[config.mk]
export PLATFORM = sky130hd
export DESIGN_NAME = eagen_top
export DESIGN_NICKNAME = d
export VERILOG_FILES = /design/src/rtl/eagen_pkg.sv /design/src/rtl/ea_decode.sv /design/src/rtl/ea_offset.sv /design/src/rtl/ea_xlat.sv /design/src/rtl/eagen_top.sv
export SDC_FILE = /design/constraint.sdc
export NUM_CORES = 1
export LEC_CHECK = 0
export BUFFER_PORTS_ARGS = -buffer_cell sky130_fd_sc_hd__buf_2
export CORE_MARGIN = 2
export CORE_UTILIZATION = 50
export DETAILED_ROUTE_END_ITERATION = 10
export PLACE_DENSITY = 0.76
export SYNTH_ARGS = -nofsm -noshare
export SYNTH_HDL_FRONTEND = slang
export SYNTH_SLANG_ARGS = --single-unit
[constraint.sdc]
create_clock -name clk -period 10.8 [get_ports clk]
set_clock_uncertainty 0.1 [all_clocks]
set_input_delay 0.54 -clock clk [delete_from_list [all_inputs] [get_ports clk]]
set_output_delay 0.54 -clock clk [all_outputs]
set_load 0.03 [all_outputs]
[src/rtl/eagen_pkg.sv]
package eagen_pkg;

    typedef enum logic [2:0] {
        ST_IDLE,
        ST_SUM,
        ST_DISP,
        ST_XLAT,
        ST_MEMOUT,
        ST_REGOUT
    } st_e;

    typedef enum logic [1:0] {
        SEG_ES = 2'b00,
        SEG_CS = 2'b01,
        SEG_SS = 2'b10,
        SEG_DS = 2'b11
    } seg_e;

    typedef enum logic [1:0] {
        DSP_NONE  = 2'b00,
        DSP_SHORT = 2'b01,
        DSP_LONG  = 2'b10
    } dsp_e;

    typedef struct packed {
        logic use_bx;
        logic use_bp;
        logic use_si;
        logic use_di;
        dsp_e dsp;
        seg_e seg;
    } plan_t;

    localparam logic [1:0] MODE_REG = 2'b11;
    localparam logic [1:0] MODE_NOD = 2'b00;
    localparam logic [2:0] RM_DIRECT = 3'd6;

endpackage

[src/rtl/ea_decode.sv]
module ea_decode
    import eagen_pkg::*;
(
    input  logic [1:0] mode,
    input  logic [2:0] rm,
    output plan_t      plan
);
    always_comb begin
        plan = '0;
        plan.seg = SEG_DS;
        unique case (mode)
            2'b00:   plan.dsp = DSP_NONE;
            2'b01:   plan.dsp = DSP_SHORT;
            2'b10:   plan.dsp = DSP_LONG;
            default: plan.dsp = DSP_NONE;
        endcase
        unique case (rm)
            3'd0: begin plan.use_bx = 1'b1; plan.use_si = 1'b1; end
            3'd1: begin plan.use_bx = 1'b1; plan.use_di = 1'b1; end
            3'd2: begin plan.use_bp = 1'b1; plan.use_si = 1'b1; end
            3'd3: begin plan.use_bp = 1'b1; plan.use_di = 1'b1; end
            3'd4: plan.use_si = 1'b1;
            3'd5: plan.use_di = 1'b1;
            3'd6: begin
                if (mode == MODE_NOD) plan.dsp = DSP_LONG;
                else                  plan.use_bp = 1'b1;
            end
            default: plan.use_bx = 1'b1;
        endcase
        if (plan.use_bp && mode != MODE_REG) plan.seg = SEG_SS;
    end
endmodule

[src/rtl/ea_offset.sv]
module ea_offset
    import eagen_pkg::*;
#(
    parameter int OFF_W  = 16,
    parameter int DSP8_W = 8
)(
    input  plan_t              plan,
    input  logic [OFF_W-1:0]   bx,
    input  logic [OFF_W-1:0]   bp,
    input  logic [OFF_W-1:0]   si,
    input  logic [OFF_W-1:0]   di,
    input  logic [OFF_W-1:0]   disp,
    output logic [OFF_W-1:0]   base_sum,
    output logic [OFF_W-1:0]   disp_ext
);
    localparam int EXT_W = OFF_W - DSP8_W;

    logic [OFF_W-1:0] t_bx, t_bp, t_si, t_di;

    always_comb begin
        t_bx = plan.use_bx ? bx : '0;
        t_bp = plan.use_bp ? bp : '0;
        t_si = plan.use_si ? si : '0;
        t_di = plan.use_di ? di : '0;
        base_sum = t_bx + t_bp + t_si + t_di;
    end

    always_comb begin
        unique case (plan.dsp)
            DSP_SHORT: disp_ext = {{EXT_W{disp[DSP8_W-1]}}, disp[DSP8_W-1:0]};
            DSP_LONG:  disp_ext = disp;
            default:   disp_ext = '0;
        endcase
    end
endmodule

[src/rtl/ea_xlat.sv]
module ea_xlat #(
    parameter int OFF_W     = 16,
    parameter int SEG_SHIFT = 4,
    parameter int N_SEG     = 4,
    localparam int PHYS_W   = OFF_W + SEG_SHIFT,
    localparam int SEL_W    = $clog2(N_SEG)
)(
    input  logic [N_SEG-1:0][OFF_W-1:0] seg_bank,
    input  logic [SEL_W-1:0]            seg_sel,
    input  logic [OFF_W-1:0]            offset,
    output logic [PHYS_W-1:0]           phys
);
    logic [N_SEG-1:0][OFF_W-1:0] gated;
    logic [OFF_W-1:0]            seg_val;

    for (genvar g = 0; g < N_SEG; g++) begin : g_pick
        assign gated[g] = (seg_sel == SEL_W'(g)) ? seg_bank[g] : '0;
    end

    always_comb begin
        seg_val = '0;
        for (int i = 0; i < N_SEG; i++) seg_val = seg_val | gated[i];
        phys = {seg_val, {SEG_SHIFT{1'b0}}} + PHYS_W'(offset);
    end
endmodule

[src/rtl/eagen_top.sv]
module eagen_top
    import eagen_pkg::*;
#(
    parameter int OFF_W     = 16,
    parameter int DSP8_W    = 8,
    parameter int SEG_SHIFT = 4,
    localparam int PHYS_W   = OFF_W + SEG_SHIFT
)(
    input  logic              clk,
    input  logic              rst_n,
    input  logic              req_valid,
    input  logic [1:0]        req_mod,
    input  logic [2:0]        req_rm,
    input  logic              req_wide,
    input  logic [OFF_W-1:0]  req_disp,
    input  logic [OFF_W-1:0]  reg_bx,
    input  logic [OFF_W-1:0]  reg_bp,
    input  logic [OFF_W-1:0]  reg_si,
    input  logic [OFF_W-1:0]  reg_di,
    input  logic [OFF_W-1:0]  seg_es,
    input  logic [OFF_W-1:0]  seg_cs,
    input  logic [OFF_W-1:0]  seg_ss,
    input  logic [OFF_W-1:0]  seg_ds,
    output logic              out_valid,
    output logic              out_is_reg,
    output logic [2:0]        out_reg_code,
    output logic              out_wide,
    output logic [1:0]        out_seg,
    output logic [OFF_W-1:0]  out_offset,
    output logic [PHYS_W-1:0] out_phys
);
    localparam int N_SEG = 4;

    st_e st, st_nx;

    logic [1:0]                  mod_q;
    logic [2:0]                  rm_q;
    logic                        wide_q;
    logic [OFF_W-1:0]            disp_q, bx_q, bp_q, si_q, di_q;
    logic [N_SEG-1:0][OFF_W-1:0] cap_seg;
    logic [OFF_W-1:0]            base_q, off_q;
    logic [PHYS_W-1:0]           phys_q;

    plan_t             plan;
    logic [OFF_W-1:0]  base_w, disp_w;
    logic [PHYS_W-1:0] phys_w;
    logic              accept;

    assign accept = (st == ST_IDLE) && req_valid;

    ea_decode u_dec (
        .mode (mod_q),
        .rm   (rm_q),
        .plan (plan)
    );

    ea_offset #(.OFF_W(OFF_W), .DSP8_W(DSP8_W)) u_off (
        .plan     (plan),
        .bx       (bx_q),
        .bp       (bp_q),
        .si       (si_q),
        .di       (di_q),
        .disp     (disp_q),
        .base_sum (base_w),
        .disp_ext (disp_w)
    );

    ea_xlat #(.OFF_W(OFF_W), .SEG_SHIFT(SEG_SHIFT), .N_SEG(N_SEG)) u_xlat (
        .seg_bank (cap_seg),
        .seg_sel  (plan.seg),
        .offset   (off_q),
        .phys     (phys_w)
    );

    // next-state logic
    always_comb begin
        st_nx = st;
        unique case (st)
            ST_IDLE:   if (req_valid) st_nx = (req_mod == MODE_REG) ? ST_REGOUT : ST_SUM;
            ST_SUM:    st_nx = ST_DISP;
            ST_DISP:   st_nx = ST_XLAT;
            ST_XLAT:   st_nx = ST_MEMOUT;
            ST_MEMOUT: st_nx = ST_IDLE;
            ST_REGOUT: st_nx = ST_IDLE;
            default:   st_nx = ST_IDLE;
        endcase
    end

    // state register
    always_ff @(posedge clk or negedge rst_n) begin
        if (!rst_n) st <= ST_IDLE;
        else        st <= st_nx;
    end

    // operand capture and datapath stages
    always_ff @(posedge clk or negedge rst_n) begin
        if (!rst_n) begin
            mod_q   <= '0;
            rm_q    <= '0;
            wide_q  <= 1'b0;
            disp_q  <= '0;
            bx_q    <= '0;
            bp_q    <= '0;
            si_q    <= '0;
            di_q    <= '0;
            cap_seg <= '0;
            base_q  <= '0;
            off_q   <= '0;
            phys_q  <= '0;
        end else begin
            if (accept) begin
                mod_q   <= req_mod;
                rm_q    <= req_rm;
                wide_q  <= req_wide;
                disp_q  <= req_disp;
                bx_q    <= reg_bx;
                bp_q    <= reg_bp;
                si_q    <= reg_si;
                di_q    <= reg_di;
                cap_seg <= {seg_ds, seg_ss, seg_cs, seg_es};
            end
            if (st == ST_SUM)  base_q <= base_w;
            if (st == ST_DISP) off_q  <= base_q + disp_w;
            if (st == ST_XLAT) phys_q <= phys_w;
        end
    end

    // outputs
    always_comb begin
        out_valid    = 1'b0;
        out_is_reg   = 1'b0;
        out_reg_code = '0;
        out_wide     = 1'b0;
        out_seg      = '0;
        out_offset   = '0;
        out_phys     = '0;
        unique case (st)
            ST_REGOUT: begin
                out_valid    = 1'b1;
                out_is_reg   = 1'b1;
                out_reg_code = rm_q;
                out_wide     = wide_q;
            end
            ST_MEMOUT: begin
                out_valid  = 1'b1;
                out_wide   = wide_q;
                out_seg    = plan.seg;
                out_offset = off_q;
                out_phys   = phys_q;
            end
            default: ;
        endcase
    end
endmodule

Word-level counts from Yosys, hierarchy flattened
Cells that the tools add are included.

cells by class
  add/sub/neg operators = 5
  shift operators = 0
  reduce and logical (&&, ||, !) cells = 11
  div/mod/pow operators = 0
  mux-type cells = 27
  multiply operators = 0
  equality and inequality tests = 21
  bitwise operators = 3
  $lt $le $gt $ge = 0

operators with widths
  cell                                                             number
  16-bit two-way mux                                               9
  16-bit adder                                                     4
  16-bit bitwise OR                                                3
  16-bit one-hot mux with 2 select lines                           1
  20-bit by 16-bit adder with 20-bit output                        1
  20-bit two-way mux                                               1
  3-bit == test, second input constant                             5
  3-bit by 2-bit == test with 1-bit output, second input constant  4
  3-bit one-hot mux with 4 select lines                            1
  2-bit == test, second input constant                             5
  3-bit two-way mux                                                3
  1-bit two-way mux                                                7
  2-bit by 1-bit == test with 1-bit output, second input constant  3
  3-bit by 1-bit == test with 1-bit output, second input constant  2
  3-bit zero test                                                  2
  2-bit two-way mux                                                3
  3-bit OR reduction                                               2
  5-bit OR reduction                                               1
  2-bit zero test                                                  2
  2-bit != test, second input constant                             2
  2-bit one-hot mux with 2 select lines                            1
  2-bit OR reduction                                               2
  1-bit logical AND                                                2
  1-bit one-hot mux with 2 select lines                            1

storage, ports and cells
  memory bits (writable) = 0
  input port bits = 153
  bits in latches = 0
  register bits after elaboration = 205
  output and inout port bits = 44
  logic and storage cells = 83
  memories = 0
  bits in read-only memories = 0

Logic depth before layout (Yosys ltp)
Gate-level depths: netlist (run 1).

  depth in word-level cells = 11
  mapped depth = 16
  depth with buffers taken out = 15

By module
Synthesis (run 1) repeated with hierarchy kept, for this count alone.

second synthesis, totals
  cells, all modules = 1008
  area total of the unflattened synthesis = 11797.6 um2

by module, submodules not included
  module     area an instance (um2)  seq. area each (um2)  cells each  instances
  eagen_top  8672.1                  5129.9                618         1
  ea_offset  2010.7                  0.0                   271         1
  ea_xlat    1032.2                  0.0                   105         1
  ea_decode  82.6                    0.0                   14          1

Worst setup path after synthesis (run 1)
Ideal clock, no wire load.

  kind = reg2reg
  start = register rm_q[0]
  end = register base_q[13]
  path slack = 6.691 ns
  required time = 10.565 ns
  buffers on the path = 1
  stages on the path, launching flop included = 16
  data arrival time = 3.875 ns
  setup time = 0.135 ns
  clock period less this slack = 4.109 ns
  cells stage by stage = dfrtp_1 o21bai_2 a21oi_1 clkbuf_1 and2_1 fa_1 fa_1 ha_1 fa_1 a211oi_1 o21bai_1 a21oi_1 o21bai_1 a21oi_1 xor2_1 o21ai_0

between the ends
  longest elaborated chain between the ends = 7
  elaborated cells between the ends (all ways) = 21
  classes of those cells = 3 x add/sub; 6 x eq/ne; 7 x mux; 5 x reduce/logical

ends and longest elaborated chain
  element                                   line              text
  from (decl)                               eagen_top.sv:37   logic [2:0] rm_q;
  from (signal assigned)                    eagen_top.sv:113  rm_q <= req_rm;
  3-bit by 2-bit == test with 1-bit output  ea_decode.sv:17   unique case (rm)
  2-bit OR reduction (no source line)       n/a
  1-bit one-hot mux with 2 select lines     ea_decode.sv:17
  16-bit two-way mux                        ea_offset.sv:22   t_bp = plan.use_bp ? bp : '0;
  16-bit adder (2 in a row)                 ea_offset.sv:25   base_sum = t_bx + t_bp + t_si + t_di;
  16-bit adder *                            ea_offset.sv:25
  to (signal assigned)                      eagen_top.sv:122  if (st == ST_SUM) base_q <= base_w;
  to (decl)                                 eagen_top.sv:41   logic [OFF_W-1:0] base_q, off_q;

Mark *: on every way between the ends. The rest lies on a longest branch, timed or not.
A chain may end at the register's enable or synchronous reset.

Worst setup path after layout (run 1)
  start = register mod_q[0]
  end = register base_q[15]

between the ends
  longest elaborated chain between the ends = 7

ends and longest elaborated chain
  element                                line              text
  from (decl)                            eagen_top.sv:36   logic [1:0] mod_q;
  from (signal assigned)                 eagen_top.sv:112  mod_q <= req_mod;
  2-bit zero test                        ea_decode.sv:25   if (mode == MODE_NOD) plan.dsp = DSP_LONG;
  1-bit two-way mux                      ea_decode.sv:25
  1-bit one-hot mux with 2 select lines  ea_decode.sv:17
  16-bit two-way mux                     ea_offset.sv:22
  16-bit adder (3 in a row)              ea_offset.sv:25

No other way between the ends.

==> results of run 1 <==
[worst paths after layout]
| check | end | start | slack, ps |
|---|---|---|---|
| min in group clk | rm_q[0]$_DFFE_PN0P_ | req_rm[0] | 220 |
| hold reg to reg | phys_q[14]$_DFFE_PN0P_ | phys_q[14]$_DFFE_PN0P_ | 370 |
| max in group asynchronous | bp_q[2]$_DFFE_PN0P_ | rst_n | 9010 |
| setup / recovery | base_q[15]$_DFFE_PN0P_ | mod_q[0]$_DFFE_PN0P_ | 6460 |
| hold / removal | cap_seg[32]$_DFFE_PN0P_ | rst_n | 70 |
| setup reg to reg | base_q[15]$_DFFE_PN0P_ | mod_q[0]$_DFFE_PN0P_ | 6460 |
[layout by cell type, fill, tap and decap left out, types with 10 or more instances in the layout]
master	netlist	layout
inv_1	66	66
nor2b_1	15	14
xnor2_1	22	22
dfrtp_1	173	173
xor2_1	12	12
ha_1	42	42
nand2b_1	10	10
buf_2	17	163
nor2_1	27	27
nand2_1	92	92
fa_1	32	32
clkbuf_16	0	17
o21ai_0	51	51
and2_1	76	76
mux2_2	132	132
a21o_1	18	18
a21oi_1	26	26
[sequential cells by signal, summed over array words and instances, names as in the netlist]
| register | count |
|---|---|
| phys_q | 20 |
| si_q | 16 |
| cap_seg | 32 |
| bx_q | 16 |
| mod_q | 2 |
| st | 3 |
| di_q | 16 |
| wide_q | 1 |
| rm_q | 3 |
| disp_q | 16 |
| bp_q | 16 |
| base_q | 16 |
| off_q | 16 |
[where the power goes]
group	internal [mW]	total (mW)	switching (mW)
Clock	0.353	0.628	0.276
Sequential	0.980	1.19	0.212
Combinational	1.24	2.72	1.48
Total	2.57	4.54	1.97
[Yosys cell counts (all sizes together) (5+ instances only)]
library cell	n	share of area [%]
dfrtp	173	43
mux2	132	15
nand2	92	3.4
and2	76	4.7
inv	66	2.5
o21ai	58	2.9
ha	42	5.2
fa	32	6.3
nor2	28	1.1
a21oi	27	1.4
xnor2	22	1.9
clkbuf	20	0.74
buf	19	0.99
a21o	18	1.3
nor2b	15	0.93
xor2	12	1.0
a211oi	11	0.92
nand2b	10	0.62
nor3	9	0.45
o21a	9	0.67
o31ai	8	0.59
a31oi	7	0.71
nand3	7	0.35
and3	6	0.37
nor3b	5	0.37
o21bai	5	0.41
[stage by stage]
step | instance area [um^2] | worst slack (ps)
final | 11800 | 6460
after global routing | 11800 | 6210
after CTS | 11800 | 6460
after detailed placement | 11200 | 6490
after global placement | 11200 | 6510
after floorplan | 10100 | 6690
[cell type report]
cell class              instances  area [um^2]
repair buffers                173          895
clock buffers                  19          443
inverters                      66          248
flip-flops and latches        173         4330
multi-input cells             659         5370
fillers                      1738         8260
well taps                     270          338
clock inverters                13          155
[layer usage]
metal | wire length (um) | track usage (%)
met1 | 9350 | 26.2
met5 | 0 | 0
met2 | 11300 | 38.6
met4 | 268 | 4.56
met3 | 920 | 4.56
[cells by family (layout without fill, tap and decap cells)]
kind of cell               count (synthesis)  count (layout)  synth area share [%]
buffers and inverters                    105             271                  4.18
adders and majority gates                 74              74                  11.5
xor gates and xnor gates                  34              34                  2.95
DFF                                      173             173                  42.8
and+or+nand+nor                          258             258                  13.1
muxes                                    136             136                  15.1
AOI/OAI and AO/OA                        157             157                  10.3
[worst reg2reg max path, cell delays in order, from the launching register on]
cell	delay (ps)
dfrtp_1	460
o21bai_2	170
a21oi_1	80
buf_4	210
and2_1	200
fa_1	560
fa_1	430
ha_1	240
fa_1	480
a211oi_1	330
o21bai_1	160
a21oi_1	210
o21ai_1	120
a31oi_2	230
xnor2_1	150
o21ai_1	80
==> summary.md, run 1 <==
| Metric | Value |
|---|---|
| Status | complete, no violations |
| Final hold vios | 0 |
| Final setup TNS | 0 ps |
| Max clock buf depth | 2 |
| CP endpoint kind | flip-flop |
| Startpoint Class | flip-flop |
| Largest delay contributor family on the critical path | adder cells |
| Hold buffer count at cts | 0 |
| Violation count after the first detailed-route iteration | 305 |
| Slew headroom | a little over a quarter |
| Slowest cell on crit path | fa_1 |
| HP Class | primary input to async pin |
| Dpl hpwl | 16200 um |
| Post-synthesis async set-or-reset flop share | 100% |
| Fin nets | between 1000 and 1500 |
| Pin count of the biggest net entering global routing | 96 |
| Pwr Total | 4.54 mW |
| DR WL/cell | 15.9 um |
| CP arrival | 4530 ps |
| FP Rows | 52 |
| Max-cap viol count | 0 |
| Clock sinks | 173 |
| GRT overflow | 0 |
| Worst-margin pin slew | 1100 ps |
| Worst VDD drop | between 150 and 200 uV |
| CP peak stage delay | between 500 and 600 ps |
| Worst-skew pair later-pin latency | 430 ps |
| Pwr/cell area | slightly below 400 mW/mm^2 |
| Seq/Total Area, Yosys | a little over two fifths |
| Fmax achieved | between 200 and 250 MHz |
| Die area | 0.0214 mm^2 |
| Die Ht | between 100 and 150 um |
| Initial core utilization | about 50% |
| Layout Utilization | 58.8% |
| Top FF cell, synth | dfrtp_1 |
| Gates resized, CTS repair | 0 |
| Crit path cell chain | o21bai_2 > a21oi_1 > buf_4 > and2_1 > fa_1 > fa_1 > ha_1 > fa_1 > a211oi_1 > o21bai_1 > a21oi_1 > o21ai_1 > a31oi_2 > xnor2_1 > o21ai_1 |
| IO Pins | 197 |
| Unique cell type count in the Yosys netlist | 55 |
| R2R cell count | 15 |
| Ant. Diodes | 0 |
| CTS buffer count | 17 |
| Crit-path most repeated cell | fa_1 |
| Port Buffers | between 150 and 200 |
| Crit share post-route | between 40% and 50% |
| Synth-to-Final Area Change | 16.5% |
| CTS H-tree depth | 4 |
| Gpl congestion | approximately 0.87 |
| Pre-antenna DRT Iters | 4 |
| Syn Nets | approximately 1200 |
| Type of the worst setup path | flip-flop to flip-flop |
| Worst-path clk slew | 70 ps |
| First-pass GRT wire length | 36600 um |
| Cells after Synth | 937 |
| DR vias/cell | 5.23 |
| Leak | 5.65 nW |
| Residual DRC | 0 |
| Final-report max-slew violation count | 0 |
| CORE AREA | 0.0200 mm^2 |
| Post-route minimum period | 4340 ps |
| Gr usage total | about a fifth |
| Clock root cell | clkbuf_16 |
| EDFF count, synth | 0 |
| Top fanout value on the critical path | 16 |
| Post-CTS Setup Inserts | 0 |
| Vias | 7184 |
| CP bufs+invs | 1 |
| Number of cells on the critical path | 15 |
| Avg Inst Size Synth | 10.8 um^2 |
| Final WL | roughly 22000 um |
| Layout cells sized above 1 | 31.7% |
| Mapped Area | 0.0101 mm^2 |
| Initial antenna violation count | 0 |
| Post-route insts no fill | 1373 |
| RSZ-0062 raised after global routing | no |
| Routed Antenna Nets | 0 |
| CTS tree | done |
| Post-synthesis register bit count | 173 |
| Required @ worst endpoint | ~11000 ps |
| Placed cell count | between 1000 and 1500 |
| Vias in the first global route | 7454 |
| Syn. warnings | 0 |
| Setup violators final | 0 |
| Chip Width | 146 um |
| Hold_ws | 67.2 ps |
Note: power is estimated with default switching activity, not from simulation.
==> run 2, diff against run 1 <==
==> constraint.sdc (replaced) <==
create_clock -name clk -period 4 [get_ports clk]
set_clock_uncertainty 0.1 [all_clocks]
set_input_delay 0.2 -clock clk [delete_from_list [all_inputs] [get_ports clk]]
set_output_delay 0.2 -clock clk [all_outputs]
set_load 0.03 [all_outputs]
==> run 2 against run 1 <==
  * Register-to-register slack got worse by 6400 ps
  * First-iteration DRC count down 2.3%
  * Design area rose by 12%
  * Sequential share of layout area fell by 4.0 points
  * Via count up 8.9%
  * Largest cell class unchanged
  * Wire length grew 13%
==> summary.md, run 2 (synthesis gave the netlist of run 1 again) <==
| Metric | Value |
|---|---|
| CTS H-tree depth | 4 (unchanged) |
| Synth-to-Final Area Change | 31.0% |
| Vias | 7821 (+8.9%) |
| Fmax achieved | 255 MHz (+11%) |
| CP endpoint kind | flip-flop |
| DR vias/cell | 5.19 (-0.88%) |
| Crit path cell chain | o21bai_2 > a21oi_4 > buf_6 > and2_1 > fa_1 > inv_1 > fa_1 > inv_2 > fa_2 > a211oi_4 > o21bai_4 > a21oi_2 > o21bai_1 > a21oi_1 > xor2_1 > o21ai_0 |
| Reg-to-Reg Start | mod_q[0]$_DFFE_PN0P_ |
| Reg2reg end | base_q[13]$_DFFE_PN0P_ |
| Worst-skew pair later-pin latency | 430 ps (about the same) |
| Setup violators final | 0 (unchanged) |
| IO Pins | 197 (unchanged) |
| Top fanout value on the critical path | 7 (-9) |
| Vias in the first global route | 8232 (+10%) |
| CORE AREA | 0.0200 mm^2 (unchanged) |
| Chip Width | 146 um (unchanged) |
| Pwr/cell area | 979 mW/mm^2 (+150%) |
| Hold_ws | 203 ps (+135 ps) |
| CTS buffer count | 17 (unchanged) |
| Startpoint Class | flip-flop |
| Crit-path most repeated cell | fa_1 |
| Violation count after the first detailed-route iteration | 298 (-2.3%) |
| Pre-antenna DRT Iters | 4 (unchanged) |
| Reg with most FFs | cap_seg |
| Initial core utilization | 50.4% (unchanged) |
| Post-route minimum period | 3920 ps (-421 ps) |
| Crit share post-route | 98.0% (+58 points) |
| FP Rows | 52 (unchanged) |
| Final setup TNS | 0 ps (unchanged) |
| Pin count of the biggest net entering global routing | 103 (+7.3%) |
| Worst-margin pin slew | 729 ps (-368 ps) |
| Leak | 6.24 nW (+10%) |
| Ant. Diodes | 0 (unchanged) |
| Commonest non-fill, non-tap cell in the layout | dfrtp_1 |
| Gr usage total | 23.7% (+2.4 points) |
| Post-placement cell area | 0.0113 mm^2 (+1.0%) |
| Type of the worst setup path | flip-flop to flip-flop |
| Slew headroom | 51.3% (+25 points) |
| Worst VDD drop | 591 uV (+220%) |
| Worst-path clk slew | 70 ps (about the same) |
| Most frequent cells in the layout | dfrtp_1, buf_2, mux2_2 |
| GRT overflow | 0 (unchanged) |
| CP arrival | 4110 ps (-420 ps) |
| Required @ worst endpoint | 4190 ps (-6800 ps) |
| Max-cap viol count | 0 (unchanged) |
| Pwr Total | 13.0 mW (+190%) |
| Final WL | 24600 um (+13%) |
| Setup WS pre-CTS | -40.8 ps (-6530 ps) |
| Port Buffers | 164 (unchanged) |
| Dpl hpwl | 16500 um (+1.9%) |
| Initial antenna violation count | 0 (unchanged) |
| DR WL/cell | 16.3 um (+2.6%) |
| CTS tree | done |
| RSZ-0062 raised after global routing | yes |
| Final hold vios | 0 (unchanged) |
| HP Class | primary input to async pin |
| Clock root cell | clkbuf_16 |
| Final worst setup slack | 80.4 ps (-6380 ps) |
| Status | complete, no violations |
| Die area | 0.0214 mm^2 (unchanged) |
| Residual DRC | 0 (unchanged) |
| Design area | 0.0132 mm^2 (+12%) |
| Largest registers | cap_seg: 32 flops, phys_q: 20 flops |
| Routed Antenna Nets | 0 (unchanged) |
| Slowest cell on crit path | fa_1 |
| Fin nets | 1452 (+10%) |
| Largest register FFs | 32 (unchanged) |
| Layout cells sized above 1 | 31.9% (+0.17 points) |
| Largest delay contributor family on the critical path | adder cells |
| Gpl congestion | 0.891 (+2.4%) |
| Clock sinks | 173 (unchanged) |
| CP peak stage delay | 530 ps (-30 ps) |
| Die Ht | 146 um (unchanged) |
| R2R cell count | 16 (+1) |
| Final-report max-slew violation count | 0 (unchanged) |
| CP bufs+invs | 3 (+2) |
| R2R Setup Slk | 80 ps (-6380 ps) |
| Max clock buf depth | 2 (unchanged) |
| First-pass GRT wire length | 40600 um (+11%) |
## run 2: cell count changes in the layout (fill, tap and decap cells not counted), moves of 3 or more
cell,previous run,this run
dlygate4sd3_1,0,120
dfrtp_2,0,3
dfrtp_1,173,170
o21ai_2,0,3
ha_2,0,3
buf_4,9,19
a21oi_1,26,19
a21oi_2,1,7
o21ai_0,51,48
buf_6,1,4
ha_1,42,38
## run 2: final cells by class
| type | count | area (um^2) |
|---|---|---|
| fillers | 1545 | 6800 |
| multi-input cells | 659 | 5490 |
| flip-flops and latches | 173 | 4330 |
| repair buffers | 308 | 2240 |
| clock buffers | 20 | 447 |
| well taps | 270 | 338 |
| inverters | 66 | 248 |
| clock inverters | 12 | 136 |
## run 2: layer usage
metal	global-route usage [%]	share of wire [%]	up-vias
met2	44.1	54	196
li1	-	-	3775
met3	4.00	3.7	29
met1	28.6	41	3821
met4	5.49	1.5	0
met5	0	0	-
## run 2: worst max path at each step
stage | start | to | slack, ps | depth (start not counted)
6_report | mod_q[0]$_DFFE_PN0P_ | base_q[13]$_DFFE_PN0P_ | 80 | 16
3_3_place_gp | rm_q[0]$_DFFE_PN0P_ | base_q[13]$_DFFE_PN0P_ | 50 | 14
2_1_floorplan | rm_q[2]$_DFFE_PN0P_ | base_q[13]$_DFFE_PN0P_ | 30 | 15
3_5_place_dp | mod_q[1]$_DFFE_PN0P_ | base_q[13]$_DFFE_PN0P_ | -40 | 16
4_1_cts | mod_q[1]$_DFFE_PN0P_ | base_q[14]$_DFFE_PN0P_ | -6 | 16
5_1_grt | mod_q[0]$_DFFE_PN0P_ | base_q[13]$_DFFE_PN0P_ | -80 | 16
## run 2: repair_timing
action                                 CTS  global route
gates resized for setup                  1            41
buffers inserted                         0             3
pin swaps                                0            14
endpoints found under the hold margin  174             0
setup endpoints to repair                3             9
hold buffers                           120             0
gates cloned                             0             1
## run 2: power by group
group          internal (mW)  total (mW)  switching, mW  leakage (nW)
sequential              2.65        3.25          0.601          2.08
clock                  0.942        1.66          0.719         0.277
combinational           3.73        8.04           4.31          3.88
total                   7.33        13.0           5.63          6.24
## run 2: through the flow
| stage | util, % | instances |
|---|---|---|
| CTS | 65.3 | 1504 |
| detailed placement | 56.3 | 1352 |
| global placement | 56.3 | 1352 |
| finish | 66.1 | 1508 |
| global route | 66.1 | 1508 |
| floorplan | - | 937 |
